<file path="src/rtl/ocp_foldback_ctrl.sv">
module ocp_foldback_ctrl #(
  parameter int SENSE_W     = 10,
  parameter int ACC_W       = 12,
  parameter int DUTY_W      = 8,
  parameter int LO_MV       = 100,
  parameter int HI_MV       = 150,
  parameter int CHARGE_STEP = 32,
  parameter int DIS_GAIN    = 4,
  parameter int CLAMP_HI    = 4000,
  parameter int CLAMP_LO    = 256,
  parameter int KNEE        = 2048,
  parameter int DUTY_SHIFT  = 3,
  parameter int DUTY_MIN    = 8,
  parameter int DUTY_MAX    = 240,
  parameter int DIV_MAX     = 5
) (
  input  logic               clk,
  input  logic               rst_n,
  input  logic               smp_stb,
  input  logic               smp_ok,
  input  logic [SENSE_W-1:0] smp_mv,
  output logic [DUTY_W-1:0]  duty_ceil,
  output logic [2:0]         osc_div,
  output logic               drv_off
);
  localparam int SUM_W = ACC_W + 1;
  localparam int STEP  = (KNEE - CLAMP_LO) / (DIV_MAX - 1);

  logic [ACC_W-1:0] acc, acc_nx;
  logic             hit, low_band, mid_band;
  logic [SUM_W-1:0] up, drop, floor_pt;

  assign hit      = smp_stb && smp_ok;
  assign low_band = smp_mv < SENSE_W'(LO_MV);
  assign mid_band = !low_band && (smp_mv <= SENSE_W'(HI_MV));
  assign up       = {1'b0, acc} + SUM_W'(CHARGE_STEP);
  assign drop     = SUM_W'(smp_mv - SENSE_W'(LO_MV)) * SUM_W'(DIS_GAIN);
  assign floor_pt = SUM_W'(CLAMP_LO) + drop;

  always_comb begin
    acc_nx = acc;
    if (hit) begin
      if (low_band)
        acc_nx = (up >= SUM_W'(CLAMP_HI)) ? ACC_W'(CLAMP_HI) : up[ACC_W-1:0];
      else if (mid_band)
        acc_nx = ({1'b0, acc} <= floor_pt) ? ACC_W'(CLAMP_LO) : acc - drop[ACC_W-1:0];
      else
        acc_nx = ACC_W'(CLAMP_LO);
    end
  end

  always_ff @(posedge clk or negedge rst_n) begin
    if (!rst_n) begin
      acc     <= ACC_W'(CLAMP_HI);
      drv_off <= 1'b0;
    end else begin
      acc <= acc_nx;
      if (hit) drv_off <= !low_band && !mid_band;
    end
  end

  logic [ACC_W-1:0] ramp;
  assign ramp = ((acc - ACC_W'(KNEE)) >> DUTY_SHIFT) + ACC_W'(DUTY_MIN);
  assign duty_ceil = (acc < ACC_W'(KNEE))     ? DUTY_W'(DUTY_MIN) :
                     (ramp > ACC_W'(DUTY_MAX)) ? DUTY_W'(DUTY_MAX) : ramp[DUTY_W-1:0];

  always_comb begin
    osc_div = 3'd1;
    for (int k = 0; k < DIV_MAX - 1; k++)
      if (acc < ACC_W'(KNEE - k * STEP)) osc_div = osc_div + 3'd1;
  end
endmodule

</file>
<file path="config.mk">
export PLATFORM = sky130hd
export DESIGN_NAME = ocp_foldback_ctrl
export DESIGN_NICKNAME = d
export VERILOG_FILES = /design/src/rtl/ocp_foldback_ctrl.sv
export SDC_FILE = /design/constraint.sdc
export NUM_CORES = 1
export LEC_CHECK = 0
export ABC_AREA = 1
export BUFFER_PORTS_ARGS = -buffer_cell sky130_fd_sc_hd__buf_2
export CAP_MARGIN = 10
export CELL_PAD_IN_SITES_DETAIL_PLACEMENT = 1
export CELL_PAD_IN_SITES_GLOBAL_PLACEMENT = 1
export CORE_ASPECT_RATIO = 1.4
export CORE_MARGIN = 10
export CORE_UTILIZATION = 46
export CTS_BUF_LIST = sky130_fd_sc_hd__clkbuf_8
export DETAILED_ROUTE_END_ITERATION = 8
export PLACE_DENSITY_LB_ADDON = 0.1
export SLEW_MARGIN = 20
export SYNTH_ARGS = -nofsm -noshare
export SYNTH_HDL_FRONTEND = slang
export SYNTH_SLANG_ARGS = --single-unit
</file>
<file path="constraint.sdc">
create_clock -name clk -period 4.4 [get_ports clk]
set_clock_uncertainty 0.1 [all_clocks]
set_input_delay 0 -clock clk [delete_from_list [all_inputs] [get_ports clk]]
set_output_delay 0 -clock clk [all_outputs]
set_load 0.05 [all_outputs]
</file>
==> flow_summary.yaml, run 1 <==
setup_path:
  cpPeakStageDelay_ns: 0.69
  cp-start-kind: "flop"
  r2r_start: "acc[5]"
  r2r_slack_ns: 1.89
  end_kind: "output port"
  required_ns: 4.30
  crit_buf_inv: 2
  critPathArrivalTime_ns: 2.67
  path_max_fanout: 12
  cp_slowest_cell: "dfstp_2"
  reg2reg_to: "acc[8]"
  critPathKind: "flop to output port"
  path_cells: "clkinv_1 -> a41oi_1 -> fa_1 -> xnor2_1 -> buf_2"
  rr_worst_depth: 12
  crit_family: "flip-flops"
hold_path:
  hp-class: "input port to flop"
  holdPathStages: 3
  holdPathEnd: "acc[2]"
  min-delay-start: "smp_mv[0]"
global_route:
  antenna_found_initial: 0
  overflow: 0
  grt_pass1_vias: 2113
  grt_usage_pct: 16.5
  grt_max_degree: 13
  grt_pass1_wl_um: 9270
cts:
  cts_max_level: 1
  cts_inserted_buffers: 3
  cts.sinks: 11
  clk_pin_slew_ns: 0.05
  post_cts_buffers: 0
  cts-root-buf: "clkbuf_8"
  cts.path.max_buffers: 2
  cts_hold_buf: 1
  cts_tree: "built"
  clock_latency_ns: 0.24
  cts-resized-gates: 0
routing:
  num_vias: 1977
  drc: 0
  wl_um: 5460
  first_iter_violations: 47
  first_pass_iters: 4
  avgRoutedWirePerCell_um: 15.3
  antenna_left: 0
  routed_via_density: 5.55
yosys:
  synth_nets: 323
  ys_ff_latch: 11
  yosysWarnings: 0
  synthDistinctLibCells: 37
  synth_area_leaders: "nand2_1, ha_1, dfstp_2"
  netlist_area_um2: 1900
  synth_top_area_share_pct: 15.6
  syn_inst: 285
  yosysSeqAreaShare_pct: 14.9
  synth.largest_area_cell: "nand2_1"
  synth.avg_cell_area_um2: 6.66
timing:
  totalNegativeSetupSlack_ns: 0
  finalSetupViolations: 0
  final.period_utilization_pct: 62.9
  grt_setup_unrepaired: "no"
  setup_ws_ns: 1.63
  tightest_slew_ns: 0.530
  fmax_ghz: 0.361
  layout_min_cycle_time_ns: 2.77
  slew_headroom_pct: 64.3
  slew_violations: 0
  hold_viol_final: 0
floorplanning:
  num_rows: 27
  fp.coreArea_um2: 3950
  ios: 26
  initial_core_util_pct: 48.0
  dieArea_um2: 7130
  fp.dieH_um: 96.0
  die_w_um: 74.3
cells_and_area:
  layout_commonest_cell: "nand2_1"
  fin_nets: 352
  mostFrequentLayoutCells: "nand2_1, inv_1, nor2_1"
  antenna_cells: 0
  area_delta_synth_final_pct: 11.9
  drive_gt1_share_pct: 22.4
placement:
  place_congestion: 0.899
  dpl.hpwl_um: 4770
  io_buffers: 25
  pre_cts_ws_ns: 1.67
outcome:
  status: "finished, final reports clean"
power:
  power_density_nw_per_um2: 341
  p_leak_nw: 1.14
  peakVddDrop_uv: 391
flow_run:
  cap_violations: 0
==> synthesized netlist by cell type <==
cell type,count
ha_1,22
a22oi_2,5
a21o_1,2
clkinv_1,2
a41oi_1,1
nand2_1,79
nand2_2,10
xor2_1,7
nor2_2,1
nand3_2,4
clkbuf_1,1
a21o_2,1
mux2_2,1
inv_1,33
nor2_1,26
nand4_1,5
nand3_1,15
fa_1,2
buf_2,1
or2_1,1
and3_1,2
inv_2,3
a31oi_1,2
a21oi_2,1
dfstp_2,6
a21oi_1,12
xnor2_1,8
nor2_8,1
nand3b_1,1
nor2_4,1
nor3_2,1
nand2_4,1
dfrtp_1,5
o21ai_2,5
o21ai_0,14
o21ai_1,2
nand3_4,1
==> final cells by class <==
cell class | count | area [um^2]
clock buffers | 3 | 41.3
clock inverters | 1 | 3.75
fillers | 562 | 1830
inverters | 38 | 143
multi-input cells | 234 | 1460
flip-flops and latches | 11 | 283
well taps | 43 | 53.8
repair buffers | 26 | 135
==> flip-flops by register name, indices dropped and copies added (netlist names) <==
register	flops
acc	10
drv_off	1
==> logic make-up (layout without fill, tap and decap cells) <==
group / after synthesis / count (layout) / synth area share, %
and+or+nand+nor: 149 / 149 / 37.2
AOI/OAI and AO/OA: 45 / 45 / 15.8
buffers and inverters: 40 / 68 / 7.98
adders and majority gates: 24 / 24 / 16.6
xor gates and xnor gates: 15 / 15 / 6.92
DFF: 11 / 11 / 14.9
muxes: 1 / 1 / 0.593
==> worst reg2reg max path, cell delays in order, from the launching register on <==
cell,delay [ns]
dfstp_2,0.61
inv_1,0.13
ha_1,0.33
nand3_1,0.09
o21ai_0,0.31
nand4_1,0.13
nand2_1,0.09
nand2_2,0.09
nand2_2,0.11
nand2_1,0.13
o21ai_1,0.11
nand2_1,0.08
o21ai_0,0.09
==> layer usage <==
metal  track usage (%)  vias to the layer above  routed length (um)
met5                 0                        -                   0
met4              11.9                        0                 272
met3              1.65                       20                 152
met2              31.5                       42                3010
met1              15.7                      932                2030
li1                  -                      983                   -
==> how the worst max path moves through the flow <==
stage | startpoint | end | slack, ns | cells past startpoint
6_report | acc[11] | osc_div[0] | 1.63 | 5
4_1_cts | acc[11] | osc_div[0] | 1.60 | 5
3_5_place_dp | smp_mv[2] | acc[8] | 1.67 | 20
2_1_floorplan | acc[11] | osc_div[0] | 1.67 | 5
3_3_place_gp | smp_mv[2] | acc[3] | 1.79 | 19
5_1_grt | acc[11] | osc_div[0] | 1.43 | 5
==> stage by stage <==
stage | power, mW | hold slack (ns) | std cells | utilization (%) | area [um^2]
2_1_floorplan | 0.510 | -0.396 | 285 | - | 1900
3_3_place_gp | 0.613 | -0.222 | 351 | 52.3 | 2070
3_5_place_dp | 0.625 | -0.218 | 351 | 52.3 | 2070
4_1_cts | 0.729 | 0.0254 | 356 | 53.7 | 2120
5_1_grt | 0.790 | 0.0555 | 356 | 53.7 | 2120
6_report | 0.724 | 0.0170 | 356 | 53.7 | 2120
==> power by group <==
part	internal (mW)	total (mW)	switching (mW)
sequential	0.123	0.156	0.0326
combinational	0.152	0.467	0.315
clock	0.0614	0.102	0.0403
total	0.336	0.724	0.388
Note: power is estimated with default switching activity, not from simulation.
==> inputs of run 2 (changes only) <==
--- a/config.mk
+++ b/config.mk
@@ -12,7 +12,7 @@
 export CELL_PAD_IN_SITES_GLOBAL_PLACEMENT = 1
 export CORE_ASPECT_RATIO = 1.4
 export CORE_MARGIN = 10
-export CORE_UTILIZATION = 46
+export CORE_UTILIZATION = 38
 export CTS_BUF_LIST = sky130_fd_sc_hd__clkbuf_8
 export DETAILED_ROUTE_END_ITERATION = 8
 export PLACE_DENSITY_LB_ADDON = 0.1
==> constraint.sdc (replaced) <==
create_clock -name clk -period 2.3 [get_ports clk]
set_clock_uncertainty 0.1 [all_clocks]
set_input_delay 0 -clock clk [delete_from_list [all_inputs] [get_ports clk]]
set_output_delay 0 -clock clk [all_outputs]
set_load 0.05 [all_outputs]
==> flow_summary.yaml, run 2 (same netlist as run 1, synthesis figures left out) <==
floorplanning:
  dieArea_um2: 8260
  num_rows: 30
  initial_core_util_pct: 39.2
  fp.dieH_um: 104
  die_w_um: 79.7
  ios: 26
  fp.coreArea_um2: 4840
placement:
  place_congestion: 0.830
  io_buffers: 25
  dpl.hpwl_um: 5160
timing:
  finalSetupViolations: 0
  slew_headroom_pct: 66.5
  layout_min_cycle_time_ns: 2.25
  grt_setup_unrepaired: "yes"
  hold_viol_final: 0
  hold_ws_ns: 0.0171
  fmax_ghz: 0.444
  slew_violations: 0
  tightest_slew_ns: 0.501
  final.period_utilization_pct: 98.0
setup_path:
  critPathArrivalTime_ns: 2.15
  r2r_slack_ns: 0.10
  path_max_fanout: 4
  r2r_start: "acc[7]"
  required_ns: 2.20
  critPathKind: "flop to output port"
  end_kind: "output port"
  cp-start-kind: "flop"
  reg2reg_to: "acc[8]"
  rr_worst_depth: 12
cells_and_area:
  layout_commonest_cell: "nand2_1"
  antenna_cells: 0
  fin_nets: 395
  mostFrequentLayoutCells: "nand2_1, buf_4, inv_1"
  largest_reg_flops: 10
  max_flop_register: "acc"
  drive_gt1_share_pct: 39.6
  area_delta_synth_final_pct: 42.6
  reg.largest.list: "acc x10, drv_off x1"
hold_path:
  holdPathStages: 3
  min-delay-start: "smp_mv[0]"
  holdPathEnd: "acc[2]"
  hp-class: "input port to flop"
routing:
  wl_um: 6140
  antenna_left: 0
  first_iter_violations: 90
  routed_via_density: 5.07
  first_pass_iters: 5
  avgRoutedWirePerCell_um: 14.6
  num_vias: 2128
  drc: 0
power:
  finalPower_mw: 1.69
  switching_share_pct: 49.2
  comb_power_share_pct: 72.5
  power_density_nw_per_um2: 626
  p_leak_nw: 1.40
  seq_power_share_pct: 16.0
  p_switching_uw: 834
  clockPowerShare_pct: 11.5
  internal-power_uw: 860
  peakVddDrop_uv: 216
outcome:
  status: "finished, final reports clean"
flow_run:
  cap_violations: 0
cts:
  cts_inserted_buffers: 3
  cts-root-buf: "clkbuf_8"
  clock_latency_ns: 0.24
  cts_max_level: 1
  clk_pin_slew_ns: 0.05
  cts.path.max_buffers: 2
  cts_tree: "built"
  cts.sinks: 11
global_route:
  grt_pass1_vias: 2331
  overflow: 0
  grt_pass1_wl_um: 10100
  antenna_found_initial: 0
  grt_max_degree: 12
  grt_usage_pct: 14.6
==> run 2: metrics by stage <==
stage	setup slack, ns	cell area (um^2)	setup TNS [ns]	util (%)	cells
2_1_floorplan	-0.144	1910	-0.270	-	285
3_3_place_gp	-0.206	2360	-1.95	48.7	405
3_5_place_dp	-0.312	2360	-2.68	48.7	405
4_1_cts	0.000103	2470	0	50.9	411
5_1_grt	-0.0936	2710	-0.722	55.9	420
6_report	0.0466	2710	0	55.9	420
==> run 2: area by class of cell <==
| type | instances | area, um^2 |
|---|---|---|
| fillers | 632 | 2140 |
| multi-input cells | 234 | 1610 |
| repair buffers | 69 | 541 |
| flip-flops and latches | 11 | 283 |
| inverters | 38 | 150 |
| well taps | 64 | 80.1 |
| clock buffers | 3 | 41.3 |
| clock inverters | 1 | 5.00 |
==> run 2: how the worst max path moves through the flow <==
stage                         start    endpoint  slack (ns)
final                        acc[7]  osc_div[1]        0.05
after global routing      smp_mv[4]      acc[8]       -0.09
after CTS                    acc[8]  osc_div[0]      0.0001
after detailed placement  smp_mv[3]      acc[8]       -0.31
after global placement    smp_mv[3]      acc[3]       -0.21
after floorplan             acc[11]  osc_div[0]       -0.14
==> run 2: power by group through the flow <==
| stage | combinational [mW] | sequential, mW | clock [mW] |
|---|---|---|---|
| 2_1_floorplan | 0.720 | 0.281 | 0 |
| 3_3_place_gp | 1.04 | 0.278 | 0 |
| 3_5_place_dp | 1.05 | 0.281 | 0 |
| 4_1_cts | 1.12 | 0.274 | 0.199 |
| 5_1_grt | 1.35 | 0.277 | 0.212 |
| 6_report | 1.23 | 0.271 | 0.195 |
==> run 2: layer usage <==
| metal | global-route usage (%) | vias to the layer above | part of all wire (%) |
|---|---|---|---|
| met2 | 29.0 | 33 | 58 |
| li1 | - | 1070 | - |
| met3 | 1.56 | 16 | 1.8 |
| met1 | 13.6 | 1009 | 36 |
| met5 | 0 | - | 0 |
| met4 | 7.20 | 0 | 3.6 |
==> run 2: worst max-delay path, cell delays in order (launching register included) <==
cell and delay [ns]:
dfstp_2 0.56, inv_1 0.09, ha_1 0.20, inv_1 0.07, a31oi_2 0.10, buf_4 0.15, ha_1 0.17, mux2_2 0.27
a21oi_2 0.13, buf_6 0.17
==> run 2: timing repair <==
action | in CTS | in global routing
gates resized for setup | 16 | 42
pin swaps | 3 | 22
hold endpoints to repair | 11 | 0
buffers inserted | 1 | 9
endpoints found under the setup margin | 15 | 21
hold buffers | 1 | 0
